==> src/rtl/exu_pkg.sv <==
package exu_pkg;

    typedef enum logic [4:0] {
        OP_ADDWF  = 5'd0,
        OP_ADDLW  = 5'd1,
        OP_SUBWF  = 5'd2,
        OP_SUBLW  = 5'd3,
        OP_ANDWF  = 5'd4,
        OP_ANDLW  = 5'd5,
        OP_IORWF  = 5'd6,
        OP_IORLW  = 5'd7,
        OP_XORWF  = 5'd8,
        OP_XORLW  = 5'd9,
        OP_CLRF   = 5'd10,
        OP_CLRW   = 5'd11,
        OP_COMF   = 5'd12,
        OP_INCF   = 5'd13,
        OP_DECF   = 5'd14,
        OP_RLF    = 5'd15,
        OP_RRF    = 5'd16,
        OP_MOVF   = 5'd17,
        OP_MOVWF  = 5'd18,
        OP_MOVLW  = 5'd19,
        OP_BTSKC  = 5'd20,
        OP_BTSKS  = 5'd21,
        OP_INCSKZ = 5'd22,
        OP_DECSKZ = 5'd23,
        OP_NOP    = 5'd24
    } exu_op_e;

    typedef struct packed {
        logic wr_w;
        logic wr_f;
        logic upd_c;
        logic upd_z;
        logic skip;
    } exu_ctl_t;

endpackage

==> src/rtl/exu_alu.sv <==
module exu_alu
    import exu_pkg::*;
#(
    parameter int unsigned DATA_W = 8,
    parameter int unsigned BIT_W  = $clog2(DATA_W)
) (
    input  logic [4:0]        op_code,
    input  logic [DATA_W-1:0] w_val,
    input  logic [DATA_W-1:0] f_val,
    input  logic [DATA_W-1:0] lit_val,
    input  logic [BIT_W-1:0]  bit_idx,
    input  logic              dest_f,
    input  logic              c_in,
    output logic [DATA_W-1:0] res,
    output logic              c_out,
    output exu_ctl_t          ctl
);

    localparam logic [DATA_W-1:0] ONE = DATA_W'(1);

    logic follow_dest;

    always_comb begin
        res         = '0;
        c_out       = c_in;
        ctl         = '0;
        follow_dest = 1'b0;
        unique case (op_code)
            OP_ADDWF: begin
                {c_out, res} = {1'b0, w_val} + {1'b0, f_val};
                follow_dest = 1'b1; ctl.upd_c = 1'b1; ctl.upd_z = 1'b1;
            end
            OP_ADDLW: begin
                {c_out, res} = {1'b0, w_val} + {1'b0, lit_val};
                ctl.wr_w = 1'b1; ctl.upd_c = 1'b1; ctl.upd_z = 1'b1;
            end
            OP_SUBWF: begin
                {c_out, res} = {1'b0, f_val} + {1'b0, ~w_val} + (DATA_W+1)'(1);
                follow_dest = 1'b1; ctl.upd_c = 1'b1; ctl.upd_z = 1'b1;
            end
            OP_SUBLW: begin
                {c_out, res} = {1'b0, lit_val} + {1'b0, ~w_val} + (DATA_W+1)'(1);
                ctl.wr_w = 1'b1; ctl.upd_c = 1'b1; ctl.upd_z = 1'b1;
            end
            OP_ANDWF: begin res = w_val & f_val;   follow_dest = 1'b1; ctl.upd_z = 1'b1; end
            OP_ANDLW: begin res = w_val & lit_val; ctl.wr_w = 1'b1;    ctl.upd_z = 1'b1; end
            OP_IORWF: begin res = w_val | f_val;   follow_dest = 1'b1; ctl.upd_z = 1'b1; end
            OP_IORLW: begin res = w_val | lit_val; ctl.wr_w = 1'b1;    ctl.upd_z = 1'b1; end
            OP_XORWF: begin res = w_val ^ f_val;   follow_dest = 1'b1; ctl.upd_z = 1'b1; end
            OP_XORLW: begin res = w_val ^ lit_val; ctl.wr_w = 1'b1;    ctl.upd_z = 1'b1; end
            OP_CLRF:  begin res = '0;              ctl.wr_f = 1'b1;    ctl.upd_z = 1'b1; end
            OP_CLRW:  begin res = '0;              ctl.wr_w = 1'b1;    ctl.upd_z = 1'b1; end
            OP_COMF:  begin res = ~f_val;          follow_dest = 1'b1; ctl.upd_z = 1'b1; end
            OP_INCF:  begin res = f_val + ONE;     follow_dest = 1'b1; ctl.upd_z = 1'b1; end
            OP_DECF:  begin res = f_val - ONE;     follow_dest = 1'b1; ctl.upd_z = 1'b1; end
            OP_RLF: begin
                res   = {f_val[DATA_W-2:0], c_in};
                c_out = f_val[DATA_W-1];
                follow_dest = 1'b1; ctl.upd_c = 1'b1;
            end
            OP_RRF: begin
                res   = {c_in, f_val[DATA_W-1:1]};
                c_out = f_val[0];
                follow_dest = 1'b1; ctl.upd_c = 1'b1;
            end
            OP_MOVF:  begin res = f_val;   follow_dest = 1'b1; ctl.upd_z = 1'b1; end
            OP_MOVWF: begin res = w_val;   ctl.wr_f = 1'b1; end
            OP_MOVLW: begin res = lit_val; ctl.wr_w = 1'b1; end
            OP_BTSKC: begin res = f_val;   ctl.skip = ~f_val[bit_idx]; end
            OP_BTSKS: begin res = f_val;   ctl.skip =  f_val[bit_idx]; end
            OP_INCSKZ: begin
                res = f_val + ONE;
                follow_dest = 1'b1; ctl.skip = (res == '0);
            end
            OP_DECSKZ: begin
                res = f_val - ONE;
                follow_dest = 1'b1; ctl.skip = (res == '0);
            end
            default: begin
                res = '0;
            end
        endcase
        if (follow_dest) begin
            ctl.wr_w = ~dest_f;
            ctl.wr_f =  dest_f;
        end
    end

endmodule

==> src/rtl/exu_status.sv <==
module exu_status #(
    parameter int unsigned DATA_W = 8,
    parameter int unsigned C_BIT  = 0,
    parameter int unsigned Z_BIT  = 2
) (
    input  logic              clk,
    input  logic              rst_n,
    input  logic              wr_status,
    input  logic [DATA_W-1:0] wdata,
    input  logic              upd_c,
    input  logic              c_new,
    input  logic              upd_z,
    input  logic              z_new,
    output logic [DATA_W-1:0] stat_q
);

    always_ff @(posedge clk or negedge rst_n) begin
        if (!rst_n) begin
            stat_q <= '0;
        end else if (wr_status) begin
            stat_q <= wdata;
        end else begin
            if (upd_c) stat_q[C_BIT] <= c_new;
            if (upd_z) stat_q[Z_BIT] <= z_new;
        end
    end

    assert_status_write_wins_R11: assert property (@(posedge clk) disable iff (!rst_n)
        wr_status |=> stat_q == $past(wdata));

    assert_c_held_R8: assert property (@(posedge clk) disable iff (!rst_n)
        (!wr_status && !upd_c) |=> stat_q[C_BIT] == $past(stat_q[C_BIT]));

    assert_z_held_R7: assert property (@(posedge clk) disable iff (!rst_n)
        (!wr_status && !upd_z) |=> stat_q[Z_BIT] == $past(stat_q[Z_BIT]));

endmodule

==> src/rtl/acc_exec_unit.sv <==
module acc_exec_unit
    import exu_pkg::*;
#(
    parameter int unsigned DATA_W      = 8,
    parameter int unsigned ADDR_W      = 7,
    parameter int unsigned STATUS_ADDR = 3,
    parameter int unsigned C_BIT       = 0,
    parameter int unsigned Z_BIT       = 2,
    parameter int unsigned BIT_W       = $clog2(DATA_W)
) (
    input  logic              clk,
    input  logic              rst_n,
    input  logic              op_valid,
    input  logic [4:0]        op_code,
    input  logic [ADDR_W-1:0] file_addr,
    input  logic [DATA_W-1:0] file_rdata,
    input  logic [DATA_W-1:0] literal,
    input  logic [BIT_W-1:0]  bit_sel,
    input  logic              dest_file,
    output logic              file_we,
    output logic [DATA_W-1:0] file_wdata,
    output logic              skip_req,
    output logic [DATA_W-1:0] w_reg,
    output logic [DATA_W-1:0] status_reg
);

    localparam logic [ADDR_W-1:0] STAT_A = ADDR_W'(STATUS_ADDR);

    logic [DATA_W-1:0] w_q;
    logic [DATA_W-1:0] alu_res;
    logic              alu_c;
    exu_ctl_t          ctl;
    logic              w_we;
    logic              status_hit;

    exu_alu #(.DATA_W(DATA_W), .BIT_W(BIT_W)) u_alu (
        .op_code (op_code),
        .w_val   (w_q),
        .f_val   (file_rdata),
        .lit_val (literal),
        .bit_idx (bit_sel),
        .dest_f  (dest_file),
        .c_in    (status_reg[C_BIT]),
        .res     (alu_res),
        .c_out   (alu_c),
        .ctl     (ctl)
    );

    assign w_we       = op_valid & ctl.wr_w;
    assign file_we    = op_valid & ctl.wr_f;
    assign skip_req   = op_valid & ctl.skip;
    assign file_wdata = alu_res;
    assign status_hit = file_we & (file_addr == STAT_A);

    always_ff @(posedge clk or negedge rst_n) begin
        if (!rst_n) begin
            w_q <= '0;
        end else if (w_we) begin
            w_q <= alu_res;
        end
    end

    assign w_reg = w_q;

    exu_status #(.DATA_W(DATA_W), .C_BIT(C_BIT), .Z_BIT(Z_BIT)) u_status (
        .clk       (clk),
        .rst_n     (rst_n),
        .wr_status (status_hit),
        .wdata     (alu_res),
        .upd_c     (op_valid & ctl.upd_c),
        .c_new     (alu_c),
        .upd_z     (op_valid & ctl.upd_z),
        .z_new     (alu_res == '0),
        .stat_q    (status_reg)
    );

    assert_idle_quiet_R12: assert property (@(posedge clk) disable iff (!rst_n)
        !op_valid |-> (!file_we && !skip_req));

    assert_idle_hold_R12: assert property (@(posedge clk) disable iff (!rst_n)
        !op_valid |=> ($stable(w_reg) && $stable(status_reg)));

    assert_one_target_R5: assert property (@(posedge clk) disable iff (!rst_n)
        !(w_we && file_we));

    assert_skip_source_R9: assert property (@(posedge clk) disable iff (!rst_n)
        skip_req |-> (op_code >= 5'(OP_BTSKC) && op_code <= 5'(OP_DECSKZ)));

    assert_w_held_R10: assert property (@(posedge clk) disable iff (!rst_n)
        !w_we |=> $stable(w_reg));

endmodule

==> config.mk <==
export PLATFORM = sky130hd
export DESIGN_NAME = acc_exec_unit
export DESIGN_NICKNAME = d
export VERILOG_FILES = /design/src/rtl/exu_pkg.sv /design/src/rtl/exu_alu.sv /design/src/rtl/exu_status.sv /design/src/rtl/acc_exec_unit.sv
export SDC_FILE = /design/constraint.sdc
export NUM_CORES = 1
export LEC_CHECK = 0
export BUFFER_PORTS_ARGS = -buffer_cell sky130_fd_sc_hd__buf_2
export CAP_MARGIN = 5
export CORE_UTILIZATION = 25
export DETAILED_ROUTE_END_ITERATION = 10
export SLEW_MARGIN = 20
export SYNTH_ARGS = -nofsm -noshare
export SYNTH_HDL_FRONTEND = slang
export SYNTH_HIERARCHICAL = 1
export SYNTH_SLANG_ARGS = --single-unit
==> constraint.sdc <==
create_clock -name clk -period 2.8 [get_ports clk]
set_clock_uncertainty 0.2 [all_clocks]
set_input_delay 0.14 -clock clk [delete_from_list [all_inputs] [get_ports clk]]
set_output_delay 0.14 -clock clk [all_outputs]
set_load 0.03 [all_outputs]
== Yosys cells after proc, flatten, opt, wreduce, memory -nomap -nowiden ==
Index checks and enable logic that the tools add are counted.
Storage, ports and cells
  output and inout bits: 26
  register bits after elaboration: 16
  logic and storage cells: 84
Operators by class
  bitwise logic cells: 16
  reduce and logical (&&, ||, !) cells: 16
  equality and inequality tests: 24
  magnitude comparators: 1
  add/sub/neg operators: 8
  muxes and demuxes: 15
Operators by type and width (count)
  $pmux W8 S18: 1
  $eq A5 B4 Y1 const B: 8
  $eq A5 B5 Y1 const B: 8
  $add A8 B8 Y9: 4
  $logic_not A8 Y1: 3
  $eq A5 B3 Y1 const B: 4
  $add A9 B1 Y9 const B: 2
  $and A8 B8 Y8: 2
  $not A8 Y8: 2
  $or A8 B8 Y8: 2
  $reduce_or A16 Y1: 1
  $xor A8 B8 Y8: 2
  $reduce_or A13 Y1: 1
  $eq A5 B2 Y1 const B: 2
  $mux W1: 10
  $add A8 B1 Y8 const B: 1
  $sub A8 B1 Y8 const B: 1
  $eq A7 B2 Y1 const B: 1
  $reduce_bool A7 Y1: 1
  $reduce_or A7 Y1: 1
  $and A1 B1 Y1: 6
  $pmux W1 S6: 1
  $reduce_or A2 Y1: 3
  $reduce_or A6 Y1: 1
  other kinds (10): 12

== Longest topological paths before layout ==
Gate-level depths: netlist of run 1.
  depth in word-level cells: 8
  gate-level depth with buffers: 15
  mapped depth without buffers: 14

== Modules after synthesis ==
The synthesis of run 1 kept the hierarchy.
By module, submodules not included
  exu_alu: times used 1, cells an instance 493, area an instance 3236.9 µm²
  acc_exec_unit: times used 1, cells an instance 27, area an instance 361.6 µm²
  exu_status: times used 1, cells an instance 21, area an instance 339.1 µm²

== Worst setup path before layout of run 1 ==
Ideal clock, no wire load.
  path kind: reg-to-reg
  from: register w_q[1] (netlist: w_reg[1])
  to: register u_status.stat_q[2]
  path buffers: 0
  arrival: 3.505 ns
  stages on the path, launching flop included: 14
  period minus slack after synthesis: 3.787 ns
  setup slack: -0.987 ns
  cells stage by stage: dfrtp_1 > inv_1 > ha_1 > nand2b_1 > a221oi_1 > nor4_1 > o31ai_1 > xnor2_1 > a22oi_1 > o2111ai_1 > or4_1 > nor2_1 > mux2i_1 > o21ai_0
Between the ends
  word-level cells in the longest chain between the ends: 7
Ends and longest elaborated chain
  start, declared: RTL line acc_exec_unit.sv:29  | logic [DATA_W-1:0] w_q;
  start signal, assigned: RTL line acc_exec_unit.sv:59  | w_q <= alu_res;
  $not A8 Y8: RTL line exu_alu.sv:38, exu_alu.sv:42
  $add A8 B8 Y9, on equally long branches: RTL line exu_alu.sv:42, exu_alu.sv:38
  $add A9 B1 Y9, on equally long branches: RTL line exu_alu.sv:42, exu_alu.sv:38
  $pmux W8 S18 (*): RTL line exu_alu.sv:28  | unique case (op_code)
  named net file_wdata[7]: RTL line acc_exec_unit.sv:21  | output logic [DATA_W-1:0] file_wdata,
  $logic_not A8 Y1 (*): RTL line acc_exec_unit.sv:73  | .z_new (alu_res == '0),
  $mux W1 (*): RTL line exu_status.sv:24  | if (upd_z) stat_q[Z_BIT] <= z_new;
  $mux W1 (*): RTL line exu_status.sv:20  | end else if (wr_status) begin
  end signal, assigned: RTL line exu_status.sv:21  | stat_q <= wdata;
  end signal, assigned by index: RTL line exu_status.sv:23  | if (upd_c) stat_q[C_BIT] <= c_new;
  end signal, assigned by index: RTL line exu_status.sv:24
  end, declared: RTL line exu_status.sv:14  | output logic [DATA_W-1:0] stat_q
The timed path passes the listed nets; every way through them passes the cells marked *. The select of a mux whose other input is x is not followed.
A chain may end at the register's enable or synchronous reset.

== Worst setup path in the final report of run 1 ==
  from: register w_q[0] (netlist: w_reg[0])
  to: register u_status.stat_q[2]
Between the ends
  word-level cells in the longest chain between the ends: 7
Ends and longest elaborated chain (RTL line)
  $not A8 Y8: exu_alu.sv:38, exu_alu.sv:42
  $add A8 B8 Y9, on equally long branches: exu_alu.sv:42, exu_alu.sv:38
  $add A9 B1 Y9, on equally long branches: exu_alu.sv:42, exu_alu.sv:38
  $pmux W8 S18 (*): exu_alu.sv:28
  $logic_not A8 Y1: acc_exec_unit.sv:73
  $mux W1: exu_status.sv:24
  $mux W1 (*): exu_status.sv:20
Every way passes the cells marked *; elsewhere a longest branch is shown, timed or not. The select of a mux whose other input is x is not followed.

==> impl_metrics.ini, run 1 <==
[yosys]
synth-async-reset-ratio_pct = 100
ys_ff_latch = 16
yosysTopAreaCell = ha_1
yosys.area.top_type_share_pct = 12.1
yosysMostFrequentCell = nor2_1
synth_edf_count = 0
syn_avg_cell_area_um2 = 7.28
ys.flop_type = dfrtp_1
synth_area_leaders = ha_1, dfrtp_1, a21oi_1, nor2_1, xnor2_1
synth_cell_types = 71
synthTopCellsByCount = nor2_1, a21oi_1, ha_1
ys_seq_area_share_pct = 10.2
syn-num-nets = 618
netlist_area_um2 = 3940
yosys_warnings = 6
syn_inst = 541

[timing]
hold_viol = 0
rsz0062_at_grt = true
relSlewSlack_pct = 46.6
period_share_pct = 114
fmax_ghz = 0.312
setup_viol = 14
layout_setup_ws_ns = -0.405
worstMarginPinSlew_ns = 0.780
period_needed_ns = 3.21
report.final.slew_viol_count = 0

[grt]
grt_antenna_before_repair = 0
grt_pass1_wl_mm = 27.3
grt_overflow = 0
grt_usage_pct = 21.7
grt_pass1_vias = 4972
grt_max_degree = 19

[clocking]
cts_tree = done
cts_root_buffer = clkbuf_16
cts_inserted_buffers = 3
cts_num_sinks = 16
clk_latency_ns = 0.25
clockBufferDepth = 2
cts_max_level = 1
clkTransAtPathRegs_ns = 0.05

[layout]
fillers = 1629
multi_input_area_um2 = 3630
register_area_um2 = 407
diodes = 0
synthToLayoutAreaGrowth_pct = 58.1
final_layout_size_suffix_gt1_share_pct = 44.6
stdcell_area_um2 = 6230
final_util_pct = 40.7
fin_nets = 823

[routing]
first_pass_iters = 6
drcViolationCount = 0
ant_nets = 0
drt-vias-per-instance = 5.39
drtIter0Drc = 462
wirelength_mm = 17.8
avgRoutedWirePerCell_um = 18.6
vias = 5150

[die]
core_area_um2 = 15300
row_count = 45
io_pins = 61
initial_utilization_pct = 25.7
die_h_um = 128
dieArea_um2 = 16300
die_w_um = 128

[power_and_ir_drop]
power_density_nw_per_um2 = 680
irDropWorstVdd_uv = 544
leakage_nw = 2.72
p_total_w = 0.00423

[setup_path]
r2r_setup_slack_ns = -0.41
end_kind = register
cp_data_arrival_time_ns = 3.18
crit_chain = buf_6, ha_4, fa_2, o221ai_2, a2111oi_2, o211ai_1, or4_1, nor2_4, mux2i_1, o21ai_1
critPathLaunchType = register
slowest_delay_ns = 0.63
worst-path-buf-inv = 1
path_max_fanout = 4
path_class = register to register
slowest_stage = or4_1
critical-path-top-delay-family = compound AO/OA/AOI/OAI gates
required_ns = 2.77

[run_status]
status = finished with violations
violations = negative setup slack

[min_path]
holdCritPathClass = input pin to async pin

[place]
port_buffers = 60
dpl_cell_area_um2 = 5660
place.gp.congestion = 0.998
dpl.hpwl_mm = 14.2
post-place-ws_ns = -0.469

[flow_run]
cap_viol_max_count = 0
==> logic make-up (layout without fill, tap and decap cells) <==
family	count (synthesis)	in the layout	share of synthesized area (%)
simple gates	187	187	24.3
flops	16	16	10.2
mux	28	28	8.77
compound gates	179	179	30.4
fa+ha+maj	42	42	14.1
xor+xnor	21	21	4.67
buf+inv	68	272	7.59
==> path summary, 6_finish.rpt <==
kind	from	end	depth (start not counted)
setup reg to reg	w_reg[0]$_DFFE_PN0P_	u_status/stat_q[2]$_DFFE_PN0P_	10
max in group asynchronous	rst_n	w_reg[4]$_DFFE_PN0P_	2
setup / recovery	w_reg[0]$_DFFE_PN0P_	u_status/stat_q[2]$_DFFE_PN0P_	10
hold reg to reg	u_status/stat_q[7]$_DFFE_PN0P_	u_status/stat_q[7]$_DFFE_PN0P_	1
hold / removal	rst_n	u_status/stat_q[1]$_DFFE_PN0P_	2
min in group clk	op_valid	u_status/stat_q[0]$_DFFE_PN0P_	4
==> report_power, final <==
group	leakage [nW]	switching, W	internal, W
logic	2.48	0.00190	0.00166
registers	0.200	0.0000663	0.000303
clock network	0.0442	0.0000906	0.000217
==> layout by cell type (no fill, tap or decap), types with 4 or more instances in the layout <==
cell type,count
nand3_1,18
mux2i_1,12
nand2_1,34
nor3_1,13
a21oi_2,6
nand2b_1,4
inv_2,8
dfrtp_1,11
inv_1,26
a22oi_1,10
dfrtp_2,5
nor2_1,57
a21o_1,4
buf_4,161
and2_1,7
xnor2_1,17
a22oi_2,4
buf_2,54
nor2b_1,4
and3_1,5
buf_6,13
nand4_1,7
ha_1,27
mux2_2,7
o211ai_1,5
o21bai_1,6
nor3_2,4
o21ai_0,20
a21oi_1,44
fa_2,4
a31oi_1,9
ha_4,7
nor4_1,4
a221o_1,6
ha_2,4
o21ai_1,9
mux2_4,7
==> timing repair <==
item | 4_1_cts | 5_1_grt
endpoints found under the hold margin | 16 | 0
gates resized for setup | 49 | 45
buffers inserted | 15 | 9
hold buffers | 1 | 0
setup endpoints to repair | 10 | 19
pin swaps | 18 | 24
gates cloned | 0 | 0
==> worst register-to-register path: cells and delay by family (launching register included) <==
| family | cells | cell delay [ns] |
|---|---|---|
| buffers and inverters | 1 | 0.16 |
| AND/OR/NAND/NOR | 2 | 0.76 |
| AO/OA/AOI/OAI | 4 | 0.83 |
| multiplexers | 1 | 0.07 |
| flip-flops | 1 | 0.45 |
| adder cells (fa/ha/maj) | 2 | 0.67 |
==> per-stage QoR <==
step,hold slack (ns),cells,setup TNS [ns]
after floorplan,-0.356,541,-0.705
after global placement,-0.127,934,-0.855
after detailed placement,-0.125,934,-0.855
after CTS,0.146,953,-1.04
after global routing,0.192,956,-3.09
final,0.142,956,-1.59
==> metal layers <==
metal  up-vias  share of wire, %  track usage, %
met3        45               7.8            3.14
met5         -                 0               0
met1      2430                43            29.0
li1       2427                 -               -
met2       248                46            35.3
met4         0               3.3            7.98
==> final cells by class <==
class,count,share of cell area [%]
multi-input cells,457,58.3
repair buffers,233,27.4
flip-flops and latches,16,6.53
well taps,211,4.24
inverters,35,2.19
clock buffers,4,1.43
Power figures use the tool's default switching activity.
==> run 2: changes to the inputs <==
--- a/config.mk
+++ b/config.mk
@@ -7,5 +7,4 @@
 export LEC_CHECK = 0
 export BUFFER_PORTS_ARGS = -buffer_cell sky130_fd_sc_hd__buf_2
-export CAP_MARGIN = 5
 export CORE_UTILIZATION = 25
 export DETAILED_ROUTE_END_ITERATION = 10
==> constraint.sdc (replaced) <==
create_clock -name clk -period 2.8 [get_ports clk]
set_clock_uncertainty 0.2 [all_clocks]
set_input_delay 0.14 -clock clk [delete_from_list [all_inputs] [get_ports clk]]
set_output_delay 0.14 -clock clk [all_outputs]
set_load 0.1 [all_outputs]
==> run 2 against run 1 <==
Effect of this change:
- the run still ends with negative setup slack left
- core utilization grew 3.2 points
- global-route usage increased by 0.82 points
- total power rose by 23%
- count of clock-buffer cells in the layout unchanged
- sequential power increased by 12%
- final area rose by 7.9%
- wire length rose by 2.7%
- critical path depth rose by 4
- largest cell class unchanged
==> impl_metrics.ini, run 2 (synthesis results as in run 1) <==
[run_status]
status = finished with violations
violations = negative setup slack

[setup_path]
r2r_end = u_status/stat_q[2]$_DFFE_PN0P_
slowest_stage = or4_4
r2r_setup_slack_ns = -0.46
endpoint = u_status/stat_q[2]$_DFFE_PN0P_
end_kind = register
slowest_delay_ns = 0.55
cp_data_arrival_time_ns = 3.24
critPathLaunch = w_reg[0]$_DFFE_PN0P_
required_ns = 2.78
path_class = register to register
critPathLaunchType = register
crit_chain = ha_4, inv_2, fa_2, o21bai_1, a21oi_2, o21bai_1, a21oi_2, a221o_1, a22oi_2, nand3_4, or4_4, nor2_2, mux2i_1, o21ai_1
path_max_fanout = 6
r2r_cells = 14
r2r_start = w_reg[0]$_DFFE_PN0P_

[routing]
drcViolationCount = 0
vias = 5289
drt-vias-per-instance = 5.33
wirelength_mm = 18.3
ant_nets = 0
first_pass_iters = 5
avgRoutedWirePerCell_um = 18.5
drtIter0Drc = 593

[clocking]
cts_max_level = 1
cts_tree = done
cts_inserted_buffers = 3
cts_num_sinks = 16
clkTransAtPathRegs_ns = 0.06
clockBufferDepth = 2
clk_latency_ns = 0.25
cts_root_buffer = clkbuf_16

[die]
initial_utilization_pct = 25.7
core_area_um2 = 15300
row_count = 45
dieArea_um2 = 16300
die_w_um = 128
io_pins = 61
die_h_um = 128

[layout]
final_common_cell = buf_4
multi_input_area_um2 = 3680
fin_nets = 858
fillers = 1555
stdcell_count = 992
register_area_um2 = 428
layout_common_cells = buf_4, nor2_1, buf_2
synthToLayoutAreaGrowth_pct = 70.6
final_layout_size_suffix_gt1_share_pct = 47.8

[place]
port_buffers = 60
place.gp.congestion = 1.01
dp.cells = 969
dpl.hpwl_mm = 14.8

[power_and_ir_drop]
leakage_nw = 2.98
irDropWorstVdd_uv = 586
power_density_nw_per_um2 = 774
p_total_w = 0.00520

[grt]
grt_max_degree = 18
use_met3_pct = 1.63
grt_antenna_before_repair = 1
grt_use_met1_pct = 30.3
use_met2_pct = 36.1
grt_pass1_wl_mm = 28.3
grt_busiest_layer = met2
grt_usage_pct = 22.5
grt_pass1_vias = 5100
grt_overflow = 0

[timing]
hold_viol = 0
worstMarginPinSlew_ns = 0.610
fmax_ghz = 0.307
period_needed_ns = 3.26
tns_ns = -2.73
setup_viol = 18
layout_setup_ws_ns = -0.462
relSlewSlack_pct = 58.3
report.final.slew_viol_count = 0
period_share_pct = 116
rsz0062_at_grt = true

[flow_run]
cap_viol_max_count = 0

[min_path]
holdCritPathClass = input pin to async pin
-- run 2: changes by cell type in the layout (fill, tap and decap cells not counted), moves of 3 or more --
cell,before,now
buf_12,3,14
buf_2,54,50
buf_4,161,190
dfrtp_1,11,8
dfrtp_2,5,1
dfrtp_4,0,7
ha_2,4,0
mux2_2,7,3
mux2_4,7,11
o21ai_1,9,6
o31ai_2,0,3
-- run 2: final cells by class --
cell class                      count  share of cell area (%)
Tap cell                          211                    3.93
Clock buffer                        4                    1.32
Sequential cell                    16                    6.37
Timing Repair Buffer              268                    31.5
Inverter                           35                    2.07
Antenna cell                        1                  0.0373
Multi-Input combinational cell    457                    54.8
-- run 2: where the power goes --
part,total [W],switching [W],leakage (nW),internal (W)
registers,0.000413,0.0000859,0.197,0.000327
clock network,0.000327,0.000109,0.0442,0.000218
logic,0.00446,0.00256,2.74,0.00190
total,0.00520,0.00276,2.98,0.00244
-- run 2: through the flow --
| stage | setup slack, ns | utilization, % | hold WS [ns] | instance area [um2] |
|---|---|---|---|---|
| floorplan | -1.35 | - | -0.356 | 4200 |
| global placement | -0.464 | 40.1 | -0.102 | 6140 |
| detailed placement | -0.524 | 40.1 | -0.108 | 6140 |
| CTS | -0.437 | 42.3 | 0.165 | 6480 |
| global route | -0.546 | 43.8 | 0.188 | 6720 |
| finish | -0.462 | 43.9 | 0.152 | 6720 |
-- run 2: timing repair --
action,4_1_cts,5_1_grt
pin swaps,30,35
endpoints found under the setup margin,16,22
setup buffers,11,10
resized for setup,41,43
endpoints found under the hold margin,16,0
hold buffers,1,0
-- run 2: worst min path at each step --
stage | from | to | cells past startpoint
6_report | rst_n | w_reg[3]$_DFFE_PN0P_ | 2
5_1_grt | rst_n | u_status/stat_q[6]$_DFFE_PN0P_ | 2
4_1_cts | rst_n | w_reg[4]$_DFFE_PN0P_ | 2
3_5_place_dp | rst_n | u_status/stat_q[1]$_DFFE_PN0P_ | 1
3_3_place_gp | rst_n | u_status/stat_q[0]$_DFFE_PN0P_ | 1
2_1_floorplan | rst_n | u_status/stat_q[0]$_DFFE_PN0P_ | 0
-- run 2: routing by layer --
metal	part of all wire [%]	vias up
met2	45	261
met5	0	-
met3	6.2	62
met1	43	2469
met4	5.4	0
li1	-	2497
-- run 2: worst max-delay path, delay by kind of cell (launching register included) --
| family | cells | cell delay (ns) |
|---|---|---|
| AOI/OAI and AO/OA | 7 | 1.15 |
| adders and majority gates | 2 | 0.49 |
| buffers and inverters | 1 | 0.03 |
| DFF | 1 | 0.48 |
| muxes | 1 | 0.08 |
| and+or+nand+nor | 3 | 0.75 |
==> run 3: changes to the inputs <==
- SYNTH_HIERARCHICAL: 1 -> unset
==> run 3 against run 2 <==
Effect of this change:
- the run ends with design-rule violations, negative setup slack left
- clock power is 4% lower
- sequential power down 7.3%
- maximum frequency fell by 2.6%
- largest power group unchanged
==> impl_metrics.ini, run 3 <==
[grt]
use_met3_pct = 1.69
grt_usage_pct = 23.4
grt_max_degree = 22
grt_antenna_before_repair = 0
use_met2_pct = 38.9
grt_busiest_layer = met2
grt_pass1_vias = 5273
grt_overflow = 0
grt_use_met1_pct = 32.1
grt_pass1_wl_mm = 29.9

[setup_path]
path_class = register to register
crit_chain = ha_4, inv_2, fa_2, mux2i_1, nor4_1, a31oi_1, nand4_1, nand4b_1, or4b_4, or4_4, o31ai_2
cp_data_arrival_time_ns = 3.31
end_kind = register
r2r_cells = 11
worst-path-buf-inv = 1
crit_cells = 11
slowest_delay_ns = 0.54
critical-path-top-delay-family = simple AND/OR/NAND/NOR gates
path_max_fanout = 7
required_ns = 2.76
slowest_stage = dfrtp_4
critPathLaunchType = register

[routing]
drt-vias-per-instance = 5.53
avgRoutedWirePerCell_um = 19.8
wirelength_mm = 19.3
drtIter0Drc = 558
drcViolationCount = 1
ant_nets = 0
vias = 5367
first_pass_iters = 8

[timing]
tns_ns = -3.50
setup_viol = 19
worstMarginPinSlew_ns = 1.07
layout_setup_ws_ns = -0.551
rsz0062_at_grt = true
fmax_ghz = 0.298
period_share_pct = 120
hold_viol = 0
period_needed_ns = 3.35
relSlewSlack_pct = 27.7
report.final.slew_viol_count = 0

[yosys]
ys_seq_area_share_pct = 9.89
synthTopCellsByCount = nand2_1, ha_1, o21ai_0
synth_cell_types = 83
yosys_warnings = 0
yosysTopAreaCell = ha_1
synth_area_leaders = ha_1, dfrtp_1, nand2_1, o21ai_0, a21oi_1
netlist_area_um2 = 4050
syn_avg_cell_area_um2 = 7.30
ys_ff_latch = 16
syn-num-nets = 631
synth-async-reset-ratio_pct = 100
yosysMostFrequentCell = nand2_1
syn_inst = 555
synth_edf_count = 0
yosys.area.top_type_share_pct = 11.4
ys.flop_type = dfrtp_1

[layout]
final_layout_size_suffix_gt1_share_pct = 44.2
layout_common_cells = buf_4, nand2_1, buf_2
stdcell_area_um2 = 6490
register_area_um2 = 422
multi_input_area_um2 = 3730
fin_nets = 831
fillers = 1645
final_common_cell = buf_4
diodes = 0
synthToLayoutAreaGrowth_pct = 60.4

[clocking]
clockBufferDepth = 2
clkTransAtPathRegs_ns = 0.05
cts_inserted_buffers = 3
cts_root_buffer = clkbuf_16
cts_num_sinks = 16
clk_latency_ns = 0.25
cts_tree = done
cts_max_level = 1

[place]
port_buffers = 60
dpl.hpwl_mm = 15.6
place.gp.congestion = 0.986
dpl_cell_area_um2 = 6000

[power_and_ir_drop]
power_density_nw_per_um2 = 678
leakage_nw = 2.79
irDropWorstVdd_uv = 764

[run_status]
violations = design-rule violations, negative setup slack
status = finished with violations

[die]
initial_utilization_pct = 25.6
row_count = 46
die_h_um = 129
dieArea_um2 = 16700
core_area_um2 = 15800
die_w_um = 129
io_pins = 61

[min_path]
hold_depth = 3
holdCritPathClass = input pin to register

[flow_run]
cap_viol_max_count = 0
[run 3: cell types whose count changed in the layout (fill, tap and decap cells not counted), sizes merged, moves of 8 or more]
cell	previous run	this run
buf	267	235
nor2	61	37
a21oi	51	29
nand2	36	54
a22oi	14	4
o22ai	3	12
nor2b	5	13
[run 3: worst paths after layout]
path                                                  endpoint                           start  slack (ns)
worst max-delay path            u_status.stat_q[2]$_DFFE_PN0P_            w_reg[0]$_DFFE_PN0P_       -0.55
worst min-delay path            u_status.stat_q[0]$_DFFE_PN0P_                        op_valid        0.11
worst max register to register  u_status.stat_q[2]$_DFFE_PN0P_            w_reg[0]$_DFFE_PN0P_       -0.55
worst min register to register  u_status.stat_q[7]$_DFFE_PN0P_  u_status.stat_q[7]$_DFFE_PN0P_        0.29
max in group asynchronous                 w_reg[1]$_DFFE_PN0P_                           rst_n        1.93
min in group asynchronous       u_status.stat_q[4]$_DFFE_PN0P_                           rst_n        0.15
[run 3: timing repair]
item	in CTS	in global routing
endpoints found under the hold margin	16	0
hold buffers	1	0
buffers inserted	11	4
resized for setup	44	21
pin swaps	20	10
endpoints found under the setup margin	19	20
[run 3: per-layer routing]
metal | up-vias | wire [um]
met2 | 289 | 8780
met4 | 0 | 578
met5 | - | 0
met3 | 52 | 1420
met1 | 2513 | 8470
li1 | 2513 | -
[run 3: logic make-up (layout without fill, tap and decap cells)]
family                     after synthesis  count (layout)  synth area share, %
AOI/OAI and AO/OA                      187             187                 33.2
xor gates and xnor gates                15              15                 3.24
adders and majority gates               41              41                 13.4
buffers and inverters                   70             269                 7.23
DFF                                     16              16                 9.89
muxes                                   19              19                 5.66
and+or+nand+nor                        207             207                 27.4
[run 3: tightest hold or removal path: cells and delay by family]
kind | cells | cell delay (ns)
compound gates | 2 | 0.19
buf+inv | 1 | 0.18
[run 3: cell type report]
cell class                 instances  area share, %
timing repair buffer             236           28.6
inverter                          29           1.98
multi-input combinational        469           57.4
clock buffer                       4           1.37
sequential                        16           6.49
tap                              216           4.16
[run 3: power by group]
part	switching [W]	leakage (nW)	internal (W)	total [W]
registers	0.0000778	0.199	0.000305	0.000383
clock network	0.0000953	0.0442	0.000217	0.000313
logic	0.00219	2.54	0.00151	0.00371
total	0.00237	2.79	0.00204	0.00440
[run 3: stage by stage]
| step | worst slack [ns] | power [W] | utilization, % | instances | hold WS (ns) |
|---|---|---|---|---|---|
| after floorplan | -1.66 | 0.00235 | - | 555 | -0.356 |
| after detailed placement | -0.657 | 0.00364 | 37.9 | 951 | -0.106 |
| after global placement | -0.638 | 0.00362 | 37.9 | 951 | -0.109 |
| after global routing | -0.635 | 0.00462 | 41.0 | 970 | 0.135 |
| after CTS | -0.517 | 0.00423 | 40.3 | 967 | 0.0941 |
| final | -0.551 | 0.00440 | 41.0 | 970 | 0.114 |
